### src/rtl/secded_pkg.sv
package secded_pkg;

    // Smallest E such that E check bits can address DATA_W + E positions plus "no error"
    function automatic int check_bits(input int data_w);
        for (int e = 1; e < 32; e++) begin
            if ((64'd1 << e) >= 64'(data_w + e + 1)) return e;
        end
        return 32;
    endfunction

    function automatic bit is_pow2(input int p);
        return (p > 0) && ((p & (p - 1)) == 0);
    endfunction

    typedef enum logic [1:0] {
        KIND_CLEAN  = 2'd0,
        KIND_SINGLE = 2'd1,
        KIND_DOUBLE = 2'd2
    } dec_kind_e;

    typedef struct packed {
        logic clean;
        logic corrected;
        logic double_err;
    } dec_flags_t;

    function automatic dec_flags_t kind_to_flags(input dec_kind_e kind);
        dec_flags_t f;
        f.clean      = (kind == KIND_CLEAN);
        f.corrected  = (kind == KIND_SINGLE);
        f.double_err = (kind == KIND_DOUBLE);
        return f;
    endfunction

endpackage

### src/rtl/secded_encoder.sv
module secded_encoder
    import secded_pkg::*;
#(
    parameter int DATA_W = 64
) (
    input  logic                 clk,
    input  logic                 rst,
    input  logic                 valid_i,
    input  logic [DATA_W-1:0]    data_i,
    output logic                 valid_o,
    output logic [DATA_W+check_bits(DATA_W):0] code_o
);
    localparam int E  = check_bits(DATA_W);
    localparam int N  = DATA_W + E;
    localparam int CW = N + 1;

    logic [N:0]   scatter;   // data placed at non-power positions, check slots zero
    logic [E-1:0] chk;
    logic [CW-1:0] code_next;

    // Place data bits into the gaps between power-of-two positions
    always_comb begin
        int di;
        di = 0;
        scatter = '0;
        for (int p = 1; p <= N; p++) begin
            if (!is_pow2(p)) begin
                scatter[p] = data_i[di];
                di++;
            end
        end
    end

    // One parity tree per check bit
    for (genvar k = 0; k < E; k++) begin : g_chk
        always_comb begin
            chk[k] = 1'b0;
            for (int p = 1; p <= N; p++) begin
                if (((p >> k) & 1) == 1) chk[k] = chk[k] ^ scatter[p];
            end
        end
    end

    always_comb begin
        code_next = CW'(scatter);
        for (int k = 0; k < E; k++) code_next[1 << k] = chk[k];
        code_next[0] = ^code_next[N:1];
    end

    always_ff @(posedge clk) begin
        if (rst) begin
            valid_o <= 1'b0;
            code_o  <= '0;
        end else begin
            valid_o <= valid_i;
            if (valid_i) code_o <= code_next;
        end
    end

    a_r4_enc_latency: assert property (@(posedge clk) disable iff (rst)
        valid_i |=> valid_o);
    a_r4_enc_idle: assert property (@(posedge clk) disable iff (rst)
        !valid_i |=> !valid_o);

endmodule

### src/rtl/secded_syndrome.sv
module secded_syndrome
    import secded_pkg::*;
#(
    parameter int DATA_W = 64
) (
    input  logic [DATA_W+check_bits(DATA_W):0] code_i,
    output logic [check_bits(DATA_W)-1:0]       syndrome_o,
    output logic                                odd_o
);
    localparam int E = check_bits(DATA_W);
    localparam int N = DATA_W + E;

    for (genvar k = 0; k < E; k++) begin : g_syn
        always_comb begin
            syndrome_o[k] = 1'b0;
            for (int p = 1; p <= N; p++) begin
                if (((p >> k) & 1) == 1) syndrome_o[k] = syndrome_o[k] ^ code_i[p];
            end
        end
    end

    assign odd_o = ^code_i;

endmodule

### src/rtl/secded_decoder.sv
module secded_decoder
    import secded_pkg::*;
#(
    parameter int DATA_W = 64
) (
    input  logic                                clk,
    input  logic                                rst,
    input  logic                                valid_i,
    input  logic [DATA_W+check_bits(DATA_W):0]  code_i,
    output logic                                valid_o,
    output logic [DATA_W-1:0]                   data_o,
    output logic [check_bits(DATA_W)-1:0]       syndrome_o,
    output dec_flags_t                          flags_o
);
    localparam int E  = check_bits(DATA_W);
    localparam int N  = DATA_W + E;
    localparam int CW = N + 1;

    logic [E-1:0]  syn;
    logic          odd;
    logic [CW-1:0] fixed;
    logic [DATA_W-1:0] data_next;
    dec_kind_e     kind;

    secded_syndrome #(.DATA_W(DATA_W)) i_syndrome (
        .code_i     (code_i),
        .syndrome_o (syn),
        .odd_o      (odd)
    );

    // Classify and repair
    always_comb begin
        fixed = code_i;
        if (syn == '0) begin
            kind = odd ? KIND_SINGLE : KIND_CLEAN;   // odd: only bit 0 flipped
        end else if (odd && (int'(syn) <= N)) begin
            fixed[syn] = ~code_i[syn];
            kind = KIND_SINGLE;
        end else begin
            kind = KIND_DOUBLE;
        end
    end

    // Gather data bits back from the non-power positions
    always_comb begin
        int di;
        di = 0;
        data_next = '0;
        for (int p = 1; p <= N; p++) begin
            if (!is_pow2(p)) begin
                data_next[di] = fixed[p];
                di++;
            end
        end
    end

    always_ff @(posedge clk) begin
        if (rst) begin
            valid_o    <= 1'b0;
            data_o     <= '0;
            syndrome_o <= '0;
            flags_o    <= '0;
        end else begin
            valid_o <= valid_i;
            if (valid_i) begin
                data_o     <= data_next;
                syndrome_o <= syn;
                flags_o    <= kind_to_flags(kind);
            end else begin
                flags_o    <= '0;
            end
        end
    end

    a_r9_dec_latency: assert property (@(posedge clk) disable iff (rst)
        valid_i |=> valid_o);
    a_r9_one_flag: assert property (@(posedge clk) disable iff (rst)
        valid_o |-> $countones(flags_o) == 1);
    a_r9_flags_idle: assert property (@(posedge clk) disable iff (rst)
        !valid_o |-> flags_o == '0);
    a_r5_clean_zero_syn: assert property (@(posedge clk) disable iff (rst)
        (valid_o && flags_o.clean) |-> syndrome_o == '0);
    a_r8_double_nonzero: assert property (@(posedge clk) disable iff (rst)
        (valid_o && flags_o.double_err) |-> syndrome_o != '0);

endmodule

### src/rtl/secded_codec.sv
module secded_codec
    import secded_pkg::*;
#(
    parameter int DATA_W = 64
) (
    input  logic                                clk,
    input  logic                                rst,
    input  logic                                enc_valid_i,
    input  logic [DATA_W-1:0]                   enc_data_i,
    output logic                                enc_valid_o,
    output logic [DATA_W+check_bits(DATA_W):0]  enc_code_o,
    input  logic                                dec_valid_i,
    input  logic [DATA_W+check_bits(DATA_W):0]  dec_code_i,
    output logic                                dec_valid_o,
    output logic [DATA_W-1:0]                   dec_data_o,
    output logic [check_bits(DATA_W)-1:0]       dec_syndrome_o,
    output logic                                dec_clean_o,
    output logic                                dec_corrected_o,
    output logic                                dec_double_o
);
    dec_flags_t flags;

    secded_encoder #(.DATA_W(DATA_W)) i_encoder (
        .clk     (clk),
        .rst     (rst),
        .valid_i (enc_valid_i),
        .data_i  (enc_data_i),
        .valid_o (enc_valid_o),
        .code_o  (enc_code_o)
    );

    secded_decoder #(.DATA_W(DATA_W)) i_decoder (
        .clk        (clk),
        .rst        (rst),
        .valid_i    (dec_valid_i),
        .code_i     (dec_code_i),
        .valid_o    (dec_valid_o),
        .data_o     (dec_data_o),
        .syndrome_o (dec_syndrome_o),
        .flags_o    (flags)
    );

    assign dec_clean_o     = flags.clean;
    assign dec_corrected_o = flags.corrected;
    assign dec_double_o    = flags.double_err;

    a_r10_reset_quiet: assert property (@(posedge clk)
        $past(rst) |-> (!enc_valid_o && !dec_valid_o && !dec_clean_o
                        && !dec_corrected_o && !dec_double_o));

endmodule

### config.mk
export PLATFORM = sky130hd
export DESIGN_NAME = secded_codec
export DESIGN_NICKNAME = d
export VERILOG_FILES = /design/src/rtl/secded_pkg.sv /design/src/rtl/secded_encoder.sv /design/src/rtl/secded_syndrome.sv /design/src/rtl/secded_decoder.sv /design/src/rtl/secded_codec.sv
export SDC_FILE = /design/constraint.sdc
export NUM_CORES = 1
export LEC_CHECK = 0
export BUFFER_PORTS_ARGS = -buffer_cell sky130_fd_sc_hd__buf_2
export CAP_MARGIN = 25
export CELL_PAD_IN_SITES_DETAIL_PLACEMENT = 1
export CELL_PAD_IN_SITES_GLOBAL_PLACEMENT = 2
export CORE_ASPECT_RATIO = 0.6
export CORE_UTILIZATION = 34
export DETAILED_ROUTE_END_ITERATION = 8
export PLACE_DENSITY = 0.86
export RECOVER_POWER = 50
export SLEW_MARGIN = 30
export SYNTH_ARGS = -nofsm -noshare
export SYNTH_HDL_FRONTEND = slang
export SYNTH_HIERARCHICAL = 1
export SYNTH_SLANG_ARGS = --single-unit
### constraint.sdc
create_clock -name clk -period 9.4 [get_ports clk]
set_clock_uncertainty 0.1 [all_clocks]
set_input_delay 0 -clock clk [delete_from_list [all_inputs] [get_ports clk]]
set_output_delay 0 -clock clk [all_outputs]
set_load 0.02 [all_outputs]
==> run summary, run 1 <==
RUN STATUS
-----------------------------------------------------------------------------------------
Outcome                                                                      complete, but fails checks
Violations in the final reports                                              max-capacitance violations, max-slew violations

SETUP PATH
-----------------------------------------------------------------------------------------
Library cell contributing the largest single delay on the critical path      sky130_fd_sc_hd__nor3_4
Worst reg-to-reg setup slack                                                      8.00 ns
Largest delay contributor family on the critical path                        XOR/XNOR gates
Type of the worst setup path                                                 input pin to flop
Cell depth of the worst flop-to-flop path                                               3
First element of the critical path                                           dec_code_i[51]
Sort of element at the end of the critical path                                      flop
Required time worst endpoint                                                      9.66 ns
Reg-to-Reg Start                                                             i_encoder/code_o[26]
Number of buffers and inverters on the critical path                                    3
Kind of start point of the critical path                                        input pin
Worst-path fanout max                                                                  31
Worst stage delay on the critical path                                            0.85 ns
Crit path arrival time                                                            5.00 ns
Critical register-to-register path endpoint                                  i_encoder/code_o[26]
Top cell by count, worst path                                                sky130_fd_sc_hd__xnor2_1
Series of cell instances along the critical path                             dlygate4sd3_1 -> buf_2 -> xnor2_1 -> xnor2_1 -> xnor2_1 -> xnor2_1 -> xnor3_1 -> xnor2_4 -> buf_4 -> nand2b_1 -> nor3_4 -> nand2_1 -> a311o_1 -> a31oi_1

STA
-----------------------------------------------------------------------------------------
Setup TNS                                                                            0 ns
Number of failing hold endpoints at the final stage                                     0
Slew headroom                                                                       -207%
RSZ-0062 raised after global routing                                                false
Total of endpoints with negative setup slack in the final report                        0
Share of the cycle needed by the critical path after routing                        50.5%
Least setup slack across all paths after layout                                   4.65 ns
Hold slack                                                                      0.0478 ns
Highest clock rate                                                              0.211 GHz
Actual transition at the worst max-transition pin                                 4.60 ns
Final count of pins violating max slew                                                 63
Min Clock Period, post-route                                                      4.75 ns

ROUTING
-----------------------------------------------------------------------------------------
Antenna violation net count after detailed routing                                      0
Wire length after detailed routing                                                43.6 mm
Vias per inst                                                                        5.41
Detailed Routing Iterations Pass 1                                                      6
WL per Instance                                                                   24.0 um
DRT iter0 DRCs                                                                        736
Via Count                                                                            9834
Remaining design rule violation count                                                   0

FLOORPLAN
-----------------------------------------------------------------------------------------
Boundary pin count                                                                    288
Die outline height                                                                 134 um
Width of the chip                                                                  222 um
Starting density of the core                                                        35.2%
Area enclosed by the die boundary                                             0.0298 mm^2
Area of the placeable core                                                    0.0281 mm^2
Number of placement rows                                                               47

LOGIC SYNTHESIS
-----------------------------------------------------------------------------------------
Mapped Avg Cell Area                                                            9.42 um^2
Top-count cell post-synth                                                    sky130_fd_sc_hd__xnor2_1
Synthesized instance count                                                           1051
Proportion of register bits with asynchronous set or reset after synthesis             0%
Share of synthesized area occupied by flip-flops and latches                        29.9%
Total nets after synthesis                                                           1191
Area share of the largest cell type after synthesis                                 29.9%
Number of flops mapped to enable cells by yosys                                         0
Count of different cell masters after synthesis                                        71
Total number of yosys warnings                                                          6
Leading cell types by count after synthesis                                  sky130_fd_sc_hd__xnor2_1 (176), sky130_fd_sc_hd__dfxtp_1 (148), sky130_fd_sc_hd__nor2_1 (135)
Synth area leaders                                                           sky130_fd_sc_hd__dfxtp_1 (30%), sky130_fd_sc_hd__xnor2_1 (16%), sky130_fd_sc_hd__mux2i_1 (11%), sky130_fd_sc_hd__nor2_1 (5.1%), sky130_fd_sc_hd__a311o_1 (4.1%)
Syn Std Cell Area                                                            0.00990 mm^2
Dominant register cell in the synthesized netlist                            sky130_fd_sc_hd__dfxtp_1
Number of synthesized register bits                                                   148
Dominant cell type by area after synthesis                                   sky130_fd_sc_hd__dfxtp_1

GRT
-----------------------------------------------------------------------------------------
Number of antenna violations at the first check in global routing                       0
Maximum number of pins on one net before global-route repair                           71
Vias in the first global route                                                      10100
Wire length of the first global-routing pass                                      65.2 mm
GRT overflow                                                                            0
Overall fraction of global-route tracks in use                                      29.2%

CELLS AND AREA
-----------------------------------------------------------------------------------------
Proportion of layout cells with a drive suffix above 1                              17.7%
Footprint of the flip-flops and latches                                      0.00296 mm^2
Area overhead of the layout relative to synthesis                                   35.3%
Filler-free cell count of the finished design                                        1818
Area occupied by multi-input gates                                           0.00648 mm^2
Number of diodes                                                                        0
Number of fill cells in the layout                                                   3348
Total Nets Final                                                                     1578

PWR
-----------------------------------------------------------------------------------------
Tot Pwr                                                                           4.83 mW
Leakage component of the power                                                    5.53 nW
Power density over cell area                                                  360 mW/mm^2
Worst ir drop on vdd                                                             0.289 mV

MIN PATH
-----------------------------------------------------------------------------------------
Worst hold start                                                                      rst
Worst Hold Depth                                                                        2
Hold crit path type                                                          input pin to flop
Terminating pin of the worst hold path                                       i_encoder/code_o[37]

CTS
-----------------------------------------------------------------------------------------
Clk slew on worst S/H paths                                                       0.07 ns
Count of instances resized after the clock tree is built                                0
Clock network latency to the later pin of the worst-skew pair                     0.44 ns
Maximum buffer depth of the clock tree                                                  2
CTS tree                                                                              yes
Count of H-tree levels built during CTS                                                 4
TritonCTS Buffers                                                                      17
Num Clock Sinks                                                                       148
Clock root buffer                                                            sky130_fd_sc_hd__clkbuf_16

PLACED DESIGN
-----------------------------------------------------------------------------------------
Input/output buffers                                                                  287
Weighted congestion reported at the end of routability-driven placement             0.911
Placed cells                                                                         1649
Worst slack after detailed placement                                              4.88 ns
HPWL after detailed placement                                                     31.0 mm

JOB
-----------------------------------------------------------------------------------------
Number of max-cap violations                                                            1

worst register-to-register path: cells and delay by family, from the launching register on:
family	cells	cell delay (ns)
buffers and inverters	1	0.60
DFF	1	0.36
and+or+nand+nor	1	0.17
muxes	1	0.09
cell families (layout without fill, tap and decap cells):
| kind of cell | after synthesis | after routing | synth area share [%] |
|---|---|---|---|
| multiplexers | 106 | 106 | 10.7 |
| AND/OR/NAND/NOR | 260 | 260 | 13.0 |
| buffers and inverters | 116 | 516 | 5.34 |
| AO/OA/AOI/OAI | 174 | 174 | 13.8 |
| flip-flops | 148 | 148 | 29.9 |
| XOR/XNOR | 247 | 247 | 27.2 |
cell usage in the layout (no fill, tap or decap), drive strengths merged, types with 8 or more instances in the layout:
master       synthesis  final
a221oi               8      8
buf                 36    165
xnor2              194    194
nor2               137    137
dlygate4sd3          0    136
dfxtp              148    148
a31oi               44     44
a311o               41     41
xnor3               18     18
nor3                20     20
a21o                 8      8
a22oi               12     12
a311oi               9      9
mux2i              104    104
o21ai                9      9
a21oi               15     15
nand2b              14     14
nand2               54     54
inv                 44     45
clkbuf              35    158
xor2                32     32
how the worst max path moves through the flow:
stage / endpoint / depth (start not counted) / slack [ns]
after detailed placement: i_decoder/data_o[19] / 13 / 4.88
after global routing: i_decoder/data_o[19] / 14 / 4.41
final: i_decoder/data_o[19] / 14 / 4.65
after floorplan: i_decoder/data_o[22] / 12 / 6.44
after CTS: i_decoder/data_o[19] / 14 / 4.79
after global placement: i_decoder/data_o[44] / 13 / 4.56
through the flow:
step	cell area [um^2]	utilization (%)
global route	13400	47.7
detailed placement	11600	41.4
global placement	11600	41.2
CTS	13600	48.3
finish	13400	47.7
floorplan	9900	-
area by class of cell:
type,instances,share of cell area [%]
tap,367,3.43
sequential,148,22.1
inverter,45,1.26
clock inverter,12,0.980
clock buffer,20,3.33
timing repair buffer,439,20.5
multi-input combinational,787,48.4
layer usage:
metal | routed length, um | up-vias | track usage [%]
li1 | - | 4416 | -
met1 | 21000 | 4984 | 42.4
met2 | 18800 | 367 | 43.2
met3 | 2820 | 67 | 5.81
met4 | 981 | 0 | 8.77
met5 | 0 | - | 0
state kept, by name, indices dropped and copies added, names as in the netlist:
| register | flops |
|---|---|
| i_decoder/flags_o | 3 |
| i_decoder/valid_o | 1 |
| i_encoder/valid_o | 1 |
| i_encoder/code_o | 72 |
| i_decoder/syndrome_o | 7 |
| i_decoder/data_o | 64 |
report_power, final:
| group | internal (mW) | leakage (nW) | total, mW | switching (mW) |
|---|---|---|---|---|
| Combinational | 1.16 | 4.04 | 3.40 | 2.24 |
| Clock | 0.398 | 0.272 | 0.703 | 0.305 |
| Sequential | 0.690 | 1.23 | 0.727 | 0.0363 |
timing repair:
| item | CTS | global route |
|---|---|---|
| endpoints found under the hold margin | 125 | 0 |
| setup buffers | 0 | 0 |
| hold buffers | 136 | 0 |
No activity file was read; power rests on OpenSTA's default activity.
==> inputs of run 2 (changes only) <==
Settings changed: CORE_UTILIZATION 34 to 32, PLACE_DENSITY 0.86 to 0.81.
Clock period 9.4 ns to 4.5 ns, I/O delays scaled along.
==> run summary, run 2 (synthesis results as in run 1) <==
FLOORPLAN
--------------------------------------------------------------------------------------
Area of the placeable core                                                 0.0302 mm^2
Die outline height                                                              138 um
Area enclosed by the die boundary                                          0.0317 mm^2
Number of placement rows                                                            49
Width of the chip                                                               229 um
Starting density of the core                                                     32.8%
Boundary pin count                                                                 288

CELLS AND AREA
--------------------------------------------------------------------------------------
Largest registers in the final layout                                     i_encoder/code_o (72), i_decoder/data_o (64), i_decoder/syndrome_o (7)
Total Nets Final                                                                  1592
Commonest non-fill, non-tap cell in the layout                            sky130_fd_sc_hd__xnor2_1
Largest Register                                                          i_encoder/code_o
Number of diodes                                                                     0
Commonest cells after routing, fill and taps aside                        sky130_fd_sc_hd__xnor2_1 (173), sky130_fd_sc_hd__buf_2 (152), sky130_fd_sc_hd__dfxtp_1 (148)
Largest register FFs                                                                72
Proportion of layout cells with a drive suffix above 1                           19.5%
Area overhead of the layout relative to synthesis                                36.8%
Area of all placed cells without fillers                                   0.0136 mm^2

MIN PATH
--------------------------------------------------------------------------------------
Worst Hold Depth                                                                     3
Worst hold start                                                           enc_valid_i
Hold crit path type                                                       input pin to flop
Terminating pin of the worst hold path                                    i_encoder/code_o[46]

PLACED DESIGN
--------------------------------------------------------------------------------------
Weighted congestion reported at the end of routability-driven placement          0.917
HPWL after detailed placement                                                  31.9 mm
Total placed instance area                                                 0.0118 mm^2
Input/output buffers                                                               287

RUN STATUS
--------------------------------------------------------------------------------------
Outcome                                                                   complete, but fails checks
Violations in the final reports                                           max-capacitance violations, max-slew violations

JOB
--------------------------------------------------------------------------------------
Number of max-cap violations                                                         1

STA
--------------------------------------------------------------------------------------
RSZ-0062 raised after global routing                                             false
Min Clock Period, post-route                                                   4.35 ns
Share of the cycle needed by the critical path after routing                     96.6%
Number of failing hold endpoints at the final stage                                  0
Setup TNS                                                                         0 ns
Slew headroom                                                                    -133%
Actual transition at the worst max-transition pin                              3.50 ns
Highest clock rate                                                           0.230 GHz
Total of endpoints with negative setup slack in the final report                     0
Final count of pins violating max slew                                              65

GRT
--------------------------------------------------------------------------------------
Maximum number of pins on one net before global-route repair                        65
Overall fraction of global-route tracks in use                                   27.1%
GRT overflow                                                                         0
Wire length of the first global-routing pass                                   64.2 mm
Vias in the first global route                                                   10000
Number of antenna violations at the first check in global routing                    0

SETUP PATH
--------------------------------------------------------------------------------------
Critical register-to-register path endpoint                               i_decoder/data_o[19]
Sort of element at the end of the critical path                                   flop
Type of the worst setup path                                              input pin to flop
Required time worst endpoint                                                   4.70 ns
Worst reg-to-reg setup slack                                                   3.37 ns
Reg-to-Reg Start                                                          i_decoder/data_o[19]
Worst-path fanout max                                                               14
Crit path arrival time                                                         4.55 ns
Kind of start point of the critical path                                     input pin
Cell depth of the worst flop-to-flop path                                            3

PWR
--------------------------------------------------------------------------------------
Share of total power consumed by net switching                                   52.1%
Int Pwr                                                                        4.98 mW
Portion of total power attributed to the clock network                           15.0%
Combinational share of power                                                     70.4%
Power density over cell area                                               766 mW/mm^2
Share of total power in sequential cells                                         14.6%
Leakage component of the power                                                 5.65 nW
Net Switching                                                                  5.41 mW
Worst ir drop on vdd                                                          0.601 mV

CTS
--------------------------------------------------------------------------------------
Clk slew on worst S/H paths                                                    0.06 ns
Count of H-tree levels built during CTS                                              4
Clock root buffer                                                         sky130_fd_sc_hd__clkbuf_16
CTS tree                                                                           yes
Clock network latency to the later pin of the worst-skew pair                  0.44 ns
Num Clock Sinks                                                                    148
TritonCTS Buffers                                                                   17
Maximum buffer depth of the clock tree                                               2

ROUTING
--------------------------------------------------------------------------------------
Via Count                                                                         9673
Wire length after detailed routing                                             43.2 mm
DRT iter0 DRCs                                                                     735
Antenna violation net count after detailed routing                                   0
Vias per inst                                                                     5.16
Detailed Routing Iterations Pass 1                                                   5
WL per Instance                                                                23.1 um
Remaining design rule violation count                                                0

-- run 2: worst max path at each step --
stage | start | endpoint | slack, ns | cells past startpoint
2_1_floorplan | dec_code_i[62] | i_decoder/data_o[22] | 1.54 | 12
3_3_place_gp | dec_code_i[3] | i_decoder/data_o[44] | 0.68 | 12
3_5_place_dp | dec_code_i[3] | i_decoder/data_o[47] | 0.61 | 12
4_1_cts | dec_code_i[3] | i_decoder/data_o[47] | 0.51 | 13
5_1_grt | dec_code_i[3] | i_decoder/data_o[43] | 0.10 | 13
6_report | dec_code_i[3] | i_decoder/data_o[47] | 0.15 | 13
-- run 2: final cells by class --
class	count	area [um^2]
clock buffer	19	453
timing repair buffer	453	2840
tap	408	510
sequential	148	2960
clock inverter	13	173
inverter	45	169
multi-input combinational	787	6440
fill	3546	16600
-- run 2: worst max-delay path, stage by stage --
cell	delay (ns)
sky130_fd_sc_hd__dlygate4sd3_1	0.53
sky130_fd_sc_hd__buf_2	0.15
sky130_fd_sc_hd__xnor2_1	0.55
sky130_fd_sc_hd__xnor2_1	0.18
sky130_fd_sc_hd__xnor2_1	0.34
sky130_fd_sc_hd__xnor2_1	0.17
sky130_fd_sc_hd__xnor2_2	0.58
sky130_fd_sc_hd__nor2b_1	0.79
sky130_fd_sc_hd__a221oi_1	0.25
sky130_fd_sc_hd__o311ai_4	0.43
sky130_fd_sc_hd__a311oi_2	0.07
sky130_fd_sc_hd__buf_4	0.21
sky130_fd_sc_hd__a311oi_1	0.28
-- run 2: what timing repair did --
action / CTS / global route
hold buffers: 127 / 0
endpoints found under the hold margin: 127 / 0
setup buffers: 0 / 0
resized for setup: 0 / 0
-- run 2: power by group through the flow --
| stage | Combinational (mW) | Clock [mW] | Sequential (mW) |
|---|---|---|---|
| floorplan | 4.82 | 0 | 1.68 |
| global placement | 6.92 | 0 | 1.54 |
| detailed placement | 7.03 | 0 | 1.54 |
| CTS | 7.15 | 1.60 | 1.51 |
| global route | 7.67 | 1.66 | 1.53 |
| finish | 7.31 | 1.56 | 1.52 |
-- run 2: stage by stage --
stage	std cells	worst slack, ns	power (mW)	util, %	hold WS, ns
6_report	1873	0.151	10.4	44.9	0.0691
5_1_grt	1873	0.102	10.9	44.9	0.104
4_1_cts	1873	0.511	10.3	45.5	0.0102
3_5_place_dp	1714	0.613	8.57	39.2	0.168
3_3_place_gp	1714	0.676	8.46	39.2	0.153
2_1_floorplan	1051	1.54	6.51	-	0.0473
-- run 2: routing by layer --
layer	global-route usage, %	up-vias	wire length [um]
met5	1.49	-	31
met4	7.89	2	801
met3	6.91	47	2700
met2	38.9	286	18200
met1	39.3	4881	21400
li1	-	4457	-
